`config.mk`:
```
export PLATFORM = sky130hd
export DESIGN_NAME = pwr_mode_ctrl
export DESIGN_NICKNAME = d
export VERILOG_FILES = /design/src/rtl/pwr_mode_pkg.sv /design/src/rtl/pwr_wake_sync.sv /design/src/rtl/pwr_periph_gate.sv /design/src/rtl/pwr_mode_fsm.sv /design/src/rtl/pwr_mode_ctrl.sv
export SDC_FILE = /design/constraint.sdc
export NUM_CORES = 1
export LEC_CHECK = 0
export BUFFER_PORTS_ARGS = -buffer_cell sky130_fd_sc_hd__buf_2
export CAP_MARGIN = 40
export CELL_PAD_IN_SITES_DETAIL_PLACEMENT = 1
export CELL_PAD_IN_SITES_GLOBAL_PLACEMENT = 1
export CORE_MARGIN = 2
export CORE_UTILIZATION = 35
export DETAILED_ROUTE_END_ITERATION = 8
export HOLD_SLACK_MARGIN = 0.12
export PLACE_DENSITY = 0.79
export SLEW_MARGIN = 20
export SYNTH_ARGS = -nofsm -noshare
export SYNTH_HDL_FRONTEND = slang
export SYNTH_SLANG_ARGS = --single-unit
```
`constraint.sdc`:
```
create_clock -name clk -period 1.5 [get_ports clk]
set_input_delay 0.3 -clock clk [delete_from_list [all_inputs] [get_ports clk]]
set_output_delay 0.3 -clock clk [all_outputs]
set_load 0.02 [all_outputs]
```
`src/rtl/pwr_mode_pkg.sv`:
```
// Shared types for the power mode sequencer: mode codes, register
// addresses and the layout of the wake configuration field.
package pwr_mode_pkg;

    localparam int ADDR_W = 3;

    typedef enum logic [2:0] {
        MODE_NORMAL  = 3'd0,
        MODE_IDLE    = 3'd1,
        MODE_SLOW    = 3'd2,
        MODE_STANDBY = 3'd3,
        MODE_PWRDN   = 3'd4
    } pwr_mode_e;

    localparam logic [ADDR_W-1:0] REG_MODE  = 3'd0;
    localparam logic [ADDR_W-1:0] REG_PSET  = 3'd1;
    localparam logic [ADDR_W-1:0] REG_PCLR  = 3'd2;
    localparam logic [ADDR_W-1:0] REG_PSTAT = 3'd3;
    localparam logic [ADDR_W-1:0] REG_WCFG  = 3'd4;

    // bit 2: alarm wake enable, bit 1: falling pin edge, bit 0: pin wake enable
    typedef struct packed {
        logic alarm_en;
        logic pin_fall;
        logic pin_en;
    } wake_cfg_t;

endpackage

```
`src/rtl/pwr_wake_sync.sv`:
```
// Brings an asynchronous wake input into the clock domain through a
// chain of STAGES flops, then pulses for one cycle on the chosen edge.
// Assumes STAGES >= 2 and that want_fall changes only between events.
module pwr_wake_sync #(
    parameter int STAGES = 2
) (
    input  logic clk,
    input  logic rst_n,
    input  logic din,
    input  logic want_fall,
    output logic pulse_o
);

    logic [STAGES-1:0] chain_q;
    logic              last_q;
    logic              synced;

    assign synced = chain_q[STAGES-1];

    // Shift the raw input through the synchronizer chain.
    always_ff @(posedge clk) begin
        if (!rst_n) chain_q <= '0;
        else        chain_q <= {chain_q[STAGES-2:0], din};
    end

    // Keep the previous synchronized value for edge detection.
    always_ff @(posedge clk) begin
        if (!rst_n) last_q <= 1'b0;
        else        last_q <= synced;
    end

    // Pick the requested edge polarity.
    always_comb begin
        if (want_fall) pulse_o = ~synced & last_q;
        else           pulse_o = synced & ~last_q;
    end

    assert_rise_single_R9: assert property (@(posedge clk) disable iff (!rst_n)
        (pulse_o && !want_fall) |=> !(pulse_o && !want_fall));

endmodule

```
`src/rtl/pwr_periph_gate.sv`:
```
// Holds one clock enable bit per peripheral. A set strobe ORs the data
// in and a clear strobe removes the data bits. Assumes the two strobes
// are never active together; if they are, set wins.
module pwr_periph_gate #(
    parameter int NUM_PERIPH = 8
) (
    input  logic                  clk,
    input  logic                  rst_n,
    input  logic                  set_we,
    input  logic                  clr_we,
    input  logic [NUM_PERIPH-1:0] bits,
    output logic [NUM_PERIPH-1:0] en_q
);

    // Update the enables from set or clear writes.
    always_ff @(posedge clk) begin
        if (!rst_n)      en_q <= '0;
        else if (set_we) en_q <= en_q | bits;
        else if (clr_we) en_q <= en_q & ~bits;
    end

    assert_set_bits_R2: assert property (@(posedge clk) disable iff (!rst_n)
        set_we |=> ((en_q & $past(bits)) == $past(bits)));

    assert_clr_bits_R3: assert property (@(posedge clk) disable iff (!rst_n)
        (clr_we && !set_we) |=> ((en_q & $past(bits)) == '0));

    assert_hold_bits_R2: assert property (@(posedge clk) disable iff (!rst_n)
        (!set_we && !clr_we) |=> $stable(en_q));

endmodule

```
`src/rtl/pwr_mode_fsm.sv`:
```
// Mode state machine. It takes mode requests from the register
// interface, leaves the sleep modes on interrupt or wake pulses, and
// decodes the current mode into clock and supply controls. Assumes irq
// is already synchronous to clk.
module pwr_mode_fsm
    import pwr_mode_pkg::*;
(
    input  logic      clk,
    input  logic      rst_n,
    input  logic      mode_we,
    input  logic [2:0] mode_code,
    input  wake_cfg_t cfg,
    input  logic      irq,
    input  logic      pin_pulse,
    input  logic      alarm_pulse,
    output pwr_mode_e mode_q,
    output logic      cpu_clk_en,
    output logic      mclk_sel_slow,
    output logic      supply_off,
    output logic      gate_periph
);

    pwr_mode_e mode_nx;
    pwr_mode_e req_mode;
    logic      req_valid;
    logic      pd_allowed;
    logic      req_ok;
    logic      wake;

    assign req_mode   = pwr_mode_e'(mode_code);
    assign req_valid  = (mode_code <= 3'd4);
    assign pd_allowed = cfg.pin_en | cfg.alarm_en;
    assign req_ok     = mode_we && req_valid && (req_mode != mode_q) &&
                        ((req_mode != MODE_PWRDN) || pd_allowed);
    assign wake       = (cfg.pin_en & pin_pulse) | (cfg.alarm_en & alarm_pulse);

    // Choose the next mode from requests and wake events.
    always_comb begin
        mode_nx = mode_q;
        case (mode_q)
            MODE_NORMAL, MODE_SLOW: if (req_ok) mode_nx = req_mode;
            MODE_IDLE:              if (irq)    mode_nx = MODE_NORMAL;
            MODE_STANDBY:           if (irq)    mode_nx = MODE_SLOW;
            MODE_PWRDN:             if (wake)   mode_nx = MODE_NORMAL;
            default:                mode_nx = MODE_NORMAL;
        endcase
    end

    // Register the mode.
    always_ff @(posedge clk) begin
        if (!rst_n) mode_q <= MODE_NORMAL;
        else        mode_q <= mode_nx;
    end

    // Decode the mode into clock and supply controls.
    always_comb begin
        cpu_clk_en    = 1'b0;
        mclk_sel_slow = 1'b1;
        supply_off    = 1'b0;
        gate_periph   = 1'b0;
        case (mode_q)
            MODE_NORMAL:  begin cpu_clk_en = 1'b1; mclk_sel_slow = 1'b0; end
            MODE_IDLE:    mclk_sel_slow = 1'b0;
            MODE_SLOW:    cpu_clk_en = 1'b1;
            MODE_STANDBY: ;
            MODE_PWRDN:   begin supply_off = 1'b1; gate_periph = 1'b1; end
            default:      ;
        endcase
    end

    assert_idle_hold_R5: assert property (@(posedge clk) disable iff (!rst_n)
        (mode_q == MODE_IDLE && !irq) |=> (mode_q == MODE_IDLE));

    assert_idle_exit_R5: assert property (@(posedge clk) disable iff (!rst_n)
        (mode_q == MODE_IDLE && irq) |=> (mode_q == MODE_NORMAL));

    assert_standby_exit_R7: assert property (@(posedge clk) disable iff (!rst_n)
        (mode_q == MODE_STANDBY && irq) |=> (mode_q == MODE_SLOW));

    assert_pd_needs_source_R8: assert property (@(posedge clk) disable iff (!rst_n)
        (mode_q != MODE_PWRDN && !pd_allowed) |=> (mode_q != MODE_PWRDN));

    assert_pd_hold_R9: assert property (@(posedge clk) disable iff (!rst_n)
        (mode_q == MODE_PWRDN && !wake) |=> (mode_q == MODE_PWRDN));

    assert_pd_exit_R9: assert property (@(posedge clk) disable iff (!rst_n)
        (mode_q == MODE_PWRDN && wake) |=> (mode_q == MODE_NORMAL));

    assert_bad_code_R11: assert property (@(posedge clk) disable iff (!rst_n)
        (mode_we && mode_code > 3'd4) |=> $stable(mode_q));

endmodule

```
`src/rtl/pwr_mode_ctrl.sv`:
```
// Top of the power mode sequencer. It decodes register accesses, holds
// the wake configuration, synchronizes the wake inputs and combines the
// mode controls with the peripheral enables. Assumes NUM_PERIPH >= 3 so
// that the mode and configuration fields fit in the data word.
module pwr_mode_ctrl
    import pwr_mode_pkg::*;
#(
    parameter int NUM_PERIPH  = 8,
    parameter int SYNC_STAGES = 2
) (
    input  logic                  clk,
    input  logic                  rst_n,
    input  logic                  wr_en,
    input  logic [ADDR_W-1:0]     addr,
    input  logic [NUM_PERIPH-1:0] wdata,
    output logic [NUM_PERIPH-1:0] rdata,
    input  logic                  irq,
    input  logic                  wake_pin,
    input  logic                  rtc_alarm,
    output logic                  cpu_clk_en,
    output logic [NUM_PERIPH-1:0] periph_clk_en,
    output logic                  mclk_sel_slow,
    output logic                  supply_off
);

    localparam int CFG_W = $bits(wake_cfg_t);

    wake_cfg_t             cfg_q;
    pwr_mode_e             mode;
    logic [NUM_PERIPH-1:0] en_q;
    logic                  gate_periph;
    logic                  pin_pulse;
    logic                  alarm_pulse;
    logic                  we_mode, we_set, we_clr, we_cfg;

    assign we_mode = wr_en && (addr == REG_MODE);
    assign we_set  = wr_en && (addr == REG_PSET);
    assign we_clr  = wr_en && (addr == REG_PCLR);
    assign we_cfg  = wr_en && (addr == REG_WCFG);

    // Store the wake configuration.
    always_ff @(posedge clk) begin
        if (!rst_n)      cfg_q <= '0;
        else if (we_cfg) cfg_q <= wake_cfg_t'(wdata[CFG_W-1:0]);
    end

    pwr_wake_sync #(.STAGES(SYNC_STAGES)) i_pin_sync (
        .clk       (clk),
        .rst_n     (rst_n),
        .din       (wake_pin),
        .want_fall (cfg_q.pin_fall),
        .pulse_o   (pin_pulse)
    );

    pwr_wake_sync #(.STAGES(SYNC_STAGES)) i_alarm_sync (
        .clk       (clk),
        .rst_n     (rst_n),
        .din       (rtc_alarm),
        .want_fall (1'b0),
        .pulse_o   (alarm_pulse)
    );

    pwr_periph_gate #(.NUM_PERIPH(NUM_PERIPH)) i_periph (
        .clk    (clk),
        .rst_n  (rst_n),
        .set_we (we_set),
        .clr_we (we_clr),
        .bits   (wdata),
        .en_q   (en_q)
    );

    pwr_mode_fsm i_fsm (
        .clk           (clk),
        .rst_n         (rst_n),
        .mode_we       (we_mode),
        .mode_code     (wdata[2:0]),
        .cfg           (cfg_q),
        .irq           (irq),
        .pin_pulse     (pin_pulse),
        .alarm_pulse   (alarm_pulse),
        .mode_q        (mode),
        .cpu_clk_en    (cpu_clk_en),
        .mclk_sel_slow (mclk_sel_slow),
        .supply_off    (supply_off),
        .gate_periph   (gate_periph)
    );

    // Drop all peripheral clocks while the supply is off.
    assign periph_clk_en = gate_periph ? '0 : en_q;

    // Return the register selected by addr.
    always_comb begin
        rdata = '0;
        case (addr)
            REG_MODE:  rdata[2:0]       = mode;
            REG_PSTAT: rdata            = en_q;
            REG_WCFG:  rdata[CFG_W-1:0] = cfg_q;
            default:   rdata            = '0;
        endcase
    end

    assert_supply_quiet_R8: assert property (@(posedge clk) disable iff (!rst_n)
        supply_off |-> (!cpu_clk_en && periph_clk_en == '0 && mclk_sel_slow));

    assert_supply_entry_R8: assert property (@(posedge clk) disable iff (!rst_n)
        $rose(supply_off) |-> ($past(cfg_q.pin_en) || $past(cfg_q.alarm_en)));

endmodule

```
* After elaboration in Yosys (flattened, before gate mapping)
Index checks and enable logic that the tools add are counted.
** Storage, ports and cells
- Register bits :: 20
- Input bits :: 17
- Output and inout port bits :: 19
- Word-level logic and storage cells :: 65
** Cells by class
- $lt $le $gt $ge :: 1
- Equality and inequality tests :: 14
- Multiplexer cells :: 14
- Bitwise gates (word level) :: 13
- Reductions and logical operators :: 14
** Operators with widths (number)
- $mux W8 :: 3
- $eq A3 B2 Y1 const B :: 4
- $mux W3 :: 4
- $pmux W3 S4 :: 1
- $pmux W3 S3 :: 1
- $and A8 B8 Y8 :: 1
- $not A8 Y8 :: 1
- $or A8 B8 Y8 :: 1
- $logic_and A1 B1 Y1 :: 7
- $eq A3 B1 Y1 const B :: 2
- $eq A3 B3 Y1 const B :: 2
- $logic_not A3 Y1 :: 2
- $and A1 B1 Y1 :: 5
- $mux W5 :: 1
- $mux W1 :: 4
- $ne A2 B1 Y1 const B :: 2
- $ne A2 B2 Y1 const B :: 2
- $reduce_and A4 Y1 :: 1
- $reduce_or A2 Y1 :: 2
- $le A3 B3 Y1 const B :: 1
- $ne A3 B3 Y1 :: 1
- $ne A3 B3 Y1 const B :: 1
- $not A1 Y1 :: 3
- $or A1 B1 Y1 :: 2
- other kinds (2) :: 2

* Longest topological paths before layout
Gate-level depths: netlist (run 1).
- Depth after elaboration :: 7
- Depth in mapped cells :: 6

* Modules after synthesis
A second synthesis (run 1) with hierarchy kept.
** Second synthesis, totals
- Cell total of the unflattened synthesis :: 118
- Area, all modules :: 1083.5 sq um
** By module, submodules not included
- pwr_mode_ctrl :: times used 1, cells each 41, area an instance 345.3 sq um, seq. area each 60.1 sq um
- pwr_periph_gate :: times used 1, cells each 34, area an instance 334.1 sq um, seq. area each 160.2 sq um
- pwr_wake_sync :: times used 2, cells each 9, area an instance 101.3 sq um, seq. area each 60.1 sq um
- pwr_mode_fsm :: times used 1, cells each 25, area an instance 201.4 sq um, seq. area each 60.1 sq um

* Worst setup path before layout (run 1)
No wires, ideal clock.
- Kind :: flip-flop to output port
- Start :: register i_fsm.mode_q[0]
- End :: output periph_clk_en[0]
- Arrival :: 1140 ps
- Required time :: 1200 ps
- Path slack :: 60 ps
- Stages on the path, launching flop included :: 4
- Path buffers :: 1
- Cell sequence :: dfxtp_1 > buf_4 > nor3b_4 > and2b_1
** On the way
- Cells in the longest elaborated chain, start to end :: 3
** RTL lines
- start, declared :: line pwr_mode_fsm.sv:16 : output pwr_mode_e mode_q,
- start signal, assigned :: line pwr_mode_fsm.sv:52 : else mode_q <= mode_nx;
- $eq A3 B3 Y1
- $mux W1
- named net supply_off :: line pwr_mode_ctrl.sv:23 : output logic supply_off
- $mux W8 :: line pwr_mode_ctrl.sv:89 : assign periph_clk_en = gate_periph ? '0 : en_q;
- end, declared :: line pwr_mode_ctrl.sv:21 : output logic [NUM_PERIPH-1:0] periph_clk_en,
The timed path passes the listed nets, and every way through them passes these cells.

* Final worst setup path (run 1)
- Start :: register i_fsm.mode_q[0]
- End :: output periph_clk_en[6]
** On the way
- Cells in the longest elaborated chain, start to end :: 3
** RTL lines
- $eq A3 B3 Y1 :: line pwr_mode_fsm.sv:61 : case (mode_q)
- $mux W1 :: line pwr_mode_fsm.sv:61
- $mux W8 :: line pwr_mode_ctrl.sv:89
Every way passes these cells.

==> results.sh, run 1 <==
export IMPL_status="finished, violations left"
export IMPL_num_fill_cells=341
export IMPL_intPower_mw=0.713
export IMPL_tns_ns=-1.11
export IMPL_min_path_type="in2reg"
export IMPL_max_slew_margin_rel=0.767
export IMPL_area_growth_syn_to_layout_pct=34.1
export IMPL_seqPwrFrac=0.566
export IMPL_finClkSkew_ns=0.00535
export IMPL_yosysSeqAreaShare=0.382
export IMPL_wl_per_cell_um=15.7
export IMPL_cts_hold_buf=0
export IMPL_initial_core_util=0.374
export IMPL_insertion_delay_ns=0.31
export IMPL_drive_gt1_frac=0.394
export IMPL_fp_dieW_um=58.7
export IMPL_worst_r2r_setup_slack_ns=0.05
export IMPL_multi_input_comb_area_um2=632
export IMPL_max_freq_mhz=596
export IMPL_num_vias=961
export IMPL_drtIter0Drc=37
export IMPL_num_rows=19
export IMPL_regArea_um2=405
export IMPL_violations="design-rule violations, negative setup slack"
export IMPL_criticalPathCategory="reg2out"
export IMPL_dieArea_mm2=0.00345
export IMPL_first_pass_iters=6
export IMPL_clkTransAtPathRegs_ns=0.11
export IMPL_antenna_found_initial=0
export IMPL_grt_max_degree=22
export IMPL_cts_buffers=3
export IMPL_worst_pin_slew_ns=0.349
export IMPL_crit_start="i_fsm.mode_q[0]"
export IMPL_layout_min_cycle_time_ns=1.68
export IMPL_diodes=0
export IMPL_cts_root_buf="clkbuf_4"
export IMPL_dp_hpwl_mm=2.08
export IMPL_ir_worst_vdd_mv=0.478
export IMPL_p_leak_nw=0.604
export IMPL_wirelength_mm=3.01
export IMPL_use_met2=0.303
export IMPL_busiest_layer="met2"
export IMPL_grt_pass1_wl_mm=4.71
export IMPL_rr_endpoint="i_fsm.mode_q[1]"
export IMPL_die_height_um=58.7
export IMPL_grtUsageTotal=0.182
export IMPL_fin_ws_ns=-0.177
export IMPL_cp_arrival_ns=1.38
export IMPL_postRouteAntennaNets=0
export IMPL_syn_inst=118
export IMPL_cts_tree="built"
export IMPL_critPathCapture="periph_clk_en[6]"
export IMPL_critPathLaunchType="register"
export IMPL_grt_util_met1=0.232
export IMPL_use_met3=0.0308
export IMPL_p_comb_frac=0.154
export IMPL_hold_ws_ns=0.186
export IMPL_cp_max_fo=10
export IMPL_switching_share=0.271
export IMPL_min_period_over_period=1.12
export IMPL_p_per_area_mw_per_mm2=695
export IMPL_grt_ovfl_total=0
export IMPL_ios=36
export IMPL_cts_htree_levels=1
export IMPL_clock_path_buffers=2
export IMPL_grt_pass1_vias=991
export IMPL_switching_power_mw=0.264
export IMPL_r2r_cells=5
export IMPL_setup_violations_final=9
export IMPL_ys_warn_count=0
export IMPL_via_per_inst=5.03
export IMPL_cts_num_sinks=20
export IMPL_ys_ff_latch=20
export IMPL_final_util=0.501
export IMPL_synth_area_mm2=0.00105
export IMPL_drc=1
export IMPL_hold_viol=0
export IMPL_rsz0062_at_grt="yes"
export IMPL_maxSlewViolCount=0
export IMPL_r2r_start="cfg_q[0]"
export IMPL_endpoint_kind="output port"
export IMPL_clockPowerShare=0.280
export IMPL_cp_required_ns=1.20
export IMPL_yosysUniqueCellTypes=30
export IMPL_postSynthAreaPerCell_um2=8.89
export IMPL_port_buffers=35
export IMPL_finalNetCount=179
export IMPL_syn_num_nets=135
export IMPL_max_cap_violations=0
export IMPL_place_gp_congestion=0.781
export IMPL_core_mm2=0.00281
-- cells in the mapped netlist --
cell type	n	area, µm²
a31oi_1	1	6.26
and4bb_2	1	12.5
nand2b_1	2	12.5
mux2_2	1	11.3
o22ai_1	1	6.26
buf_2	2	10.0
mux2i_1	7	70.1
nand3b_1	2	15.0
and2_1	11	68.8
or2_4	1	8.76
o31ai_1	1	7.51
nor3_2	1	10.0
or2_2	1	6.26
nand2_1	15	56.3
a21oi_1	2	10.0
a22oi_1	8	60.1
clkbuf_1	3	11.3
a221oi_1	1	8.76
dfxtp_1	20	400
buf_4	1	7.51
o21ai_0	3	15.0
and3b_2	1	10.0
nor2b_1	15	93.8
a311oi_2	1	15.0
and2b_1	6	45.0
xnor2_1	2	17.5
and2_2	1	7.51
nor2_1	5	18.8
nor3b_4	1	18.8
nor3b_1	1	7.51
-- placed cells by master (no fill, tap or decap), types with 2 or more instances in the layout --
master / instances
nand3b_1: 2
o21ai_1: 3
buf_2: 26
or2_4: 2
a22oi_1: 8
and2b_1: 6
dfxtp_2: 4
buf_4: 12
xnor2_1: 2
and2_1: 11
nor2b_1: 14
mux2i_1: 7
nand2_1: 15
a21oi_1: 2
clkbuf_4: 3
nor2_1: 4
nand2b_1: 2
dfxtp_1: 16
buf_6: 6
-- worst min path at each step --
stage                                       start                       to  slack [ns]  cells past startpoint
after floorplan           i_alarm_sync.chain_q[0]  i_alarm_sync.chain_q[1]        0.41                      1
after global placement      i_pin_sync.chain_q[0]    i_pin_sync.chain_q[1]        0.41                      1
after detailed placement    i_pin_sync.chain_q[0]    i_pin_sync.chain_q[1]        0.42                      1
after CTS                                wake_pin    i_pin_sync.chain_q[0]        0.19                      2
after global routing                    rtc_alarm  i_alarm_sync.chain_q[0]        0.18                      2
final                                    wake_pin    i_pin_sync.chain_q[0]        0.19                      2
-- kinds of logic (layout without fill, tap and decap cells) --
group                     after synthesis  after routing  share of synthesized area
and+or+nand+nor                        64             64                      0.374
DFF                                    20             20                      0.382
AOI/OAI and AO/OA                      18             18                      0.123
muxes                                   8              8                     0.0776
buffers and inverters                   6             48                     0.0274
xor gates and xnor gates                2              2                     0.0167
-- per-stage QoR --
| step | instance area [µm²] | total power [mW] | setup WS, ns | cells |
|---|---|---|---|---|
| floorplan | 1050 | 0.641 | 0.0597 | 118 |
| finish | 1410 | 0.977 | -0.177 | 191 |
| global placement | 1310 | 0.699 | 0.0160 | 186 |
| CTS | 1370 | 0.964 | -0.179 | 191 |
| detailed placement | 1310 | 0.706 | -0.0470 | 186 |
| global route | 1410 | 1.03 | -0.240 | 191 |
-- power by group through the flow --
| stage | sequential, mW | clock (mW) | combinational [mW] |
|---|---|---|---|
| after global routing | 0.556 | 0.309 | 0.165 |
| after floorplan | 0.563 | 0 | 0.0780 |
| after CTS | 0.553 | 0.265 | 0.146 |
| after detailed placement | 0.565 | 0 | 0.141 |
| after global placement | 0.564 | 0 | 0.134 |
| final | 0.553 | 0.274 | 0.150 |
-- what timing repair did --
item	in CTS	in global routing
resized for setup	13	14
setup buffers	2	1
pin swaps	2	3
cloned	0	0
setup endpoints to repair	14	15
-- per-layer routing --
layer  wire length [µm]  up-vias
li1                   -      482
met1               1340      458
met3                 94        4
met4                 61        0
met2               1510       17
met5                  0        -
-- final cells by class --
cell class,count,area share
multi-input cells,92,0.449
flip-flops and latches,20,0.288
repair buffers,45,0.219
well taps,31,0.0276
clock buffers,3,0.0160
-- critical path, stage by stage, from the launching register on --
cell and delay (ns):
dfxtp_2 0.35, nor3b_4 0.22, buf_12 0.15, and2b_1 0.18
buf_2 0.16
(Power assumes the default switching activity.)
==> inputs of run 2 (changes only) <==
CORE_UTILIZATION = 36   (was 35)
PLACE_DENSITY = 0.77   (was 0.79)
SKIP_LAST_GASP = 1   (was default)
SYNTH_HIERARCHICAL = 1   (was default)
==> results.sh, run 2 <==
export IMPL_cp_max_fo=8
export IMPL_ios=36
export IMPL_layout_min_cycle_time_ns=1.58
export IMPL_cts_root_buf="clkbuf_4"
export IMPL_cp_num_buf_inv=2
export IMPL_layout_common_cells="buf_2 (31), nand2_1 (19), dfxtp_1 (14)"
export IMPL_cp_slowest_stage_delay_ns=0.38
export IMPL_crit_start="i_fsm/mode_q[1]"
export IMPL_slowest_stage="dfxtp_2"
export IMPL_grt_ovfl_total=0
export IMPL_cp_arrival_ns=1.28
export IMPL_synth_edf_count=0
export IMPL_grt_max_degree=31
export IMPL_hold_viol=0
export IMPL_synth_ff_type="dfxtp_1"
export IMPL_finClkSkew_ns=0.000150
export IMPL_finalNetCount=181
export IMPL_diodes=0
export IMPL_min_path_type="in2reg"
export IMPL_crit_family="flip-flops"
export IMPL_p_per_area_mw_per_mm2=780
export IMPL_setup_violations_final=8
export IMPL_cts_num_sinks=20
export IMPL_endpoint_kind="output port"
export IMPL_grtUsageTotal=0.183
export IMPL_postRouteAntennaNets=0
export IMPL_rsz0062_at_grt="yes"
export IMPL_dp_hpwl_mm=2.19
export IMPL_criticalPathCategory="reg2out"
export IMPL_stdcell_area_mm2=0.00144
export IMPL_via_per_inst=5.31
export IMPL_ys_warn_count=6
export IMPL_yosysTopAreaCell="dfxtp_1"
export IMPL_fin_ws_ns=-0.0806
export IMPL_synth_area_mm2=0.00108
export IMPL_power_total_mw=1.12
export IMPL_hp_start="wake_pin"
export IMPL_core_mm2=0.00281
export IMPL_hold_ws_ns=0.195
export IMPL_dieArea_mm2=0.00346
export IMPL_grt_pass1_wl_mm=4.75
export IMPL_synthTopCellsByArea="dfxtp_1 (37%), nand2_1 (6.6%), mux2i_1 (5.5%)"
export IMPL_max_freq_mhz=633
export IMPL_p_leak_nw=0.685
export IMPL_num_rows=19
export IMPL_first_pass_iters=6
export IMPL_cts_buffers=3
export IMPL_yosysSeqAreaShare=0.370
export IMPL_ir_worst_vdd_mv=0.360
export IMPL_ys_top_cells_by_count="dfxtp_1 (20), nand2_1 (19), nor2b_1 (8)"
export IMPL_synth_most_common_cell="dfxtp_1"
export IMPL_placed_cells=186
export IMPL_r2r_start="i_fsm/mode_q[0]"
export IMPL_min_period_over_period=1.05
export IMPL_drc=2
export IMPL_cts_hold_buf=0
export IMPL_violations="design-rule violations, negative setup slack"
export IMPL_yosysTopAreaCellShare=0.370
export IMPL_maxSlewViolCount=0
export IMPL_path_cells="nor3b_4 > buf_6 > nor2b_1 > buf_4"
export IMPL_antenna_found_initial=0
export IMPL_die_height_um=58.9
export IMPL_area_growth_syn_to_layout_pct=32.4
export IMPL_initial_core_util=0.386
export IMPL_insertion_delay_ns=0.30
export IMPL_port_buffers=35
export IMPL_ys_ff_latch=20
export IMPL_final_cells=194
export IMPL_syn_inst=118
export IMPL_wirelength_mm=3.12
export IMPL_placed_area_mm2=0.00130
export IMPL_fp_dieW_um=58.9
export IMPL_status="finished, violations left"
export IMPL_cts_tree="built"
export IMPL_yosysUniqueCellTypes=31
export IMPL_place_gp_congestion=0.826
export IMPL_postSynthAreaPerCell_um2=9.18
export IMPL_drtIter0Drc=41
export IMPL_drive_gt1_frac=0.503
export IMPL_critPathLaunchType="register"
export IMPL_clock_path_buffers=2
export IMPL_cts_htree_levels=1
export IMPL_cp_required_ns=1.20
export IMPL_wl_per_cell_um=16.1
export IMPL_clkTransAtPathRegs_ns=0.12
export IMPL_async_flop_share=0
export IMPL_grt_pass1_vias=1007
export IMPL_max_cap_violations=0
export IMPL_num_vias=1030
export IMPL_final_common_cell="buf_2"
==> run 2: cell count changes in the layout (fill, tap and decap cells not counted), moves of 3 or more <==
cell	before	now
nor2b_1	14	8
and2_4	0	5
buf_6	6	3
and3_1	0	3
nand2_1	15	19
a31o_2	0	5
buf_2	26	31
a22oi_1	8	0
and3_2	0	6
and2_1	11	6
and2b_1	6	0
o21ai_1	3	0
a31o_1	0	3
==> run 2: routing by layer <==
layer,global-route usage,wire (µm),vias up
met1,0.230,1440,510
met5,0,0,-
li1,-,-,499
met4,0.0714,50,0
met3,0.0264,78,4
met2,0.313,1550,17
==> run 2: cell type report <==
cell class              instances  area [µm²]
fillers                       345        1370
multi-input cells              93         656
flip-flops and latches         20         413
repair buffers                 45         272
well taps                      31        38.8
clock inverters                 1        30.0
clock buffers                   3        22.5
inverters                       1        3.75
==> run 2: worst register-to-register path, stage by stage, from the launching register on <==
cell and delay [ns]:
dfxtp_4 0.39, buf_4 0.15, buf_4 0.13, nand2b_2 0.16
a21oi_1 0.14, a21oi_1 0.07
==> run 2: path summary, 6_finish.rpt <==
| check | endpoint | slack [ns] | cells after the start |
|---|---|---|---|
| worst min register to register | i_pin_sync/chain_q[1] | 0.44 | 1 |
| worst max-delay path | periph_clk_en[0] | -0.08 | 4 |
| worst min-delay path | i_pin_sync/chain_q[0] | 0.20 | 2 |
| worst max register to register | i_fsm/mode_q[1] | 0.36 | 5 |
==> run 2: power by group <==
part	switching, mW	internal, mW	leakage [nW]
Clock	0.170	0.270	0.0279
Sequential	0.0107	0.542	0.166
Combinational	0.0698	0.0568	0.491
==> run 2: per-stage QoR <==
step	TNS, ns	setup WS (ns)	util
after floorplan	0	0.163	-
after global placement	0	0.0290	0.463
after detailed placement	-0.0768	-0.0466	0.463
after CTS	-0.647	-0.0830	0.503
after global routing	-1.38	-0.162	0.512
final	-0.549	-0.0806	0.512
==> run 2: timing repair <==
action | CTS | global route
gates resized for setup | 11 | 8
buffers inserted | 4 | 0
pin swaps | 2 | 2
endpoints found under the setup margin | 11 | 13
==> run 2: logic make-up after synthesis <==
| logic type | share of synthesized area |
|---|---|
| muxes | 0.0554 |
| other | 0.00346 |
| buffers and inverters | 0.0462 |
| AOI/OAI and AO/OA | 0.144 |
| and+or+nand+nor | 0.381 |
| DFF | 0.370 |
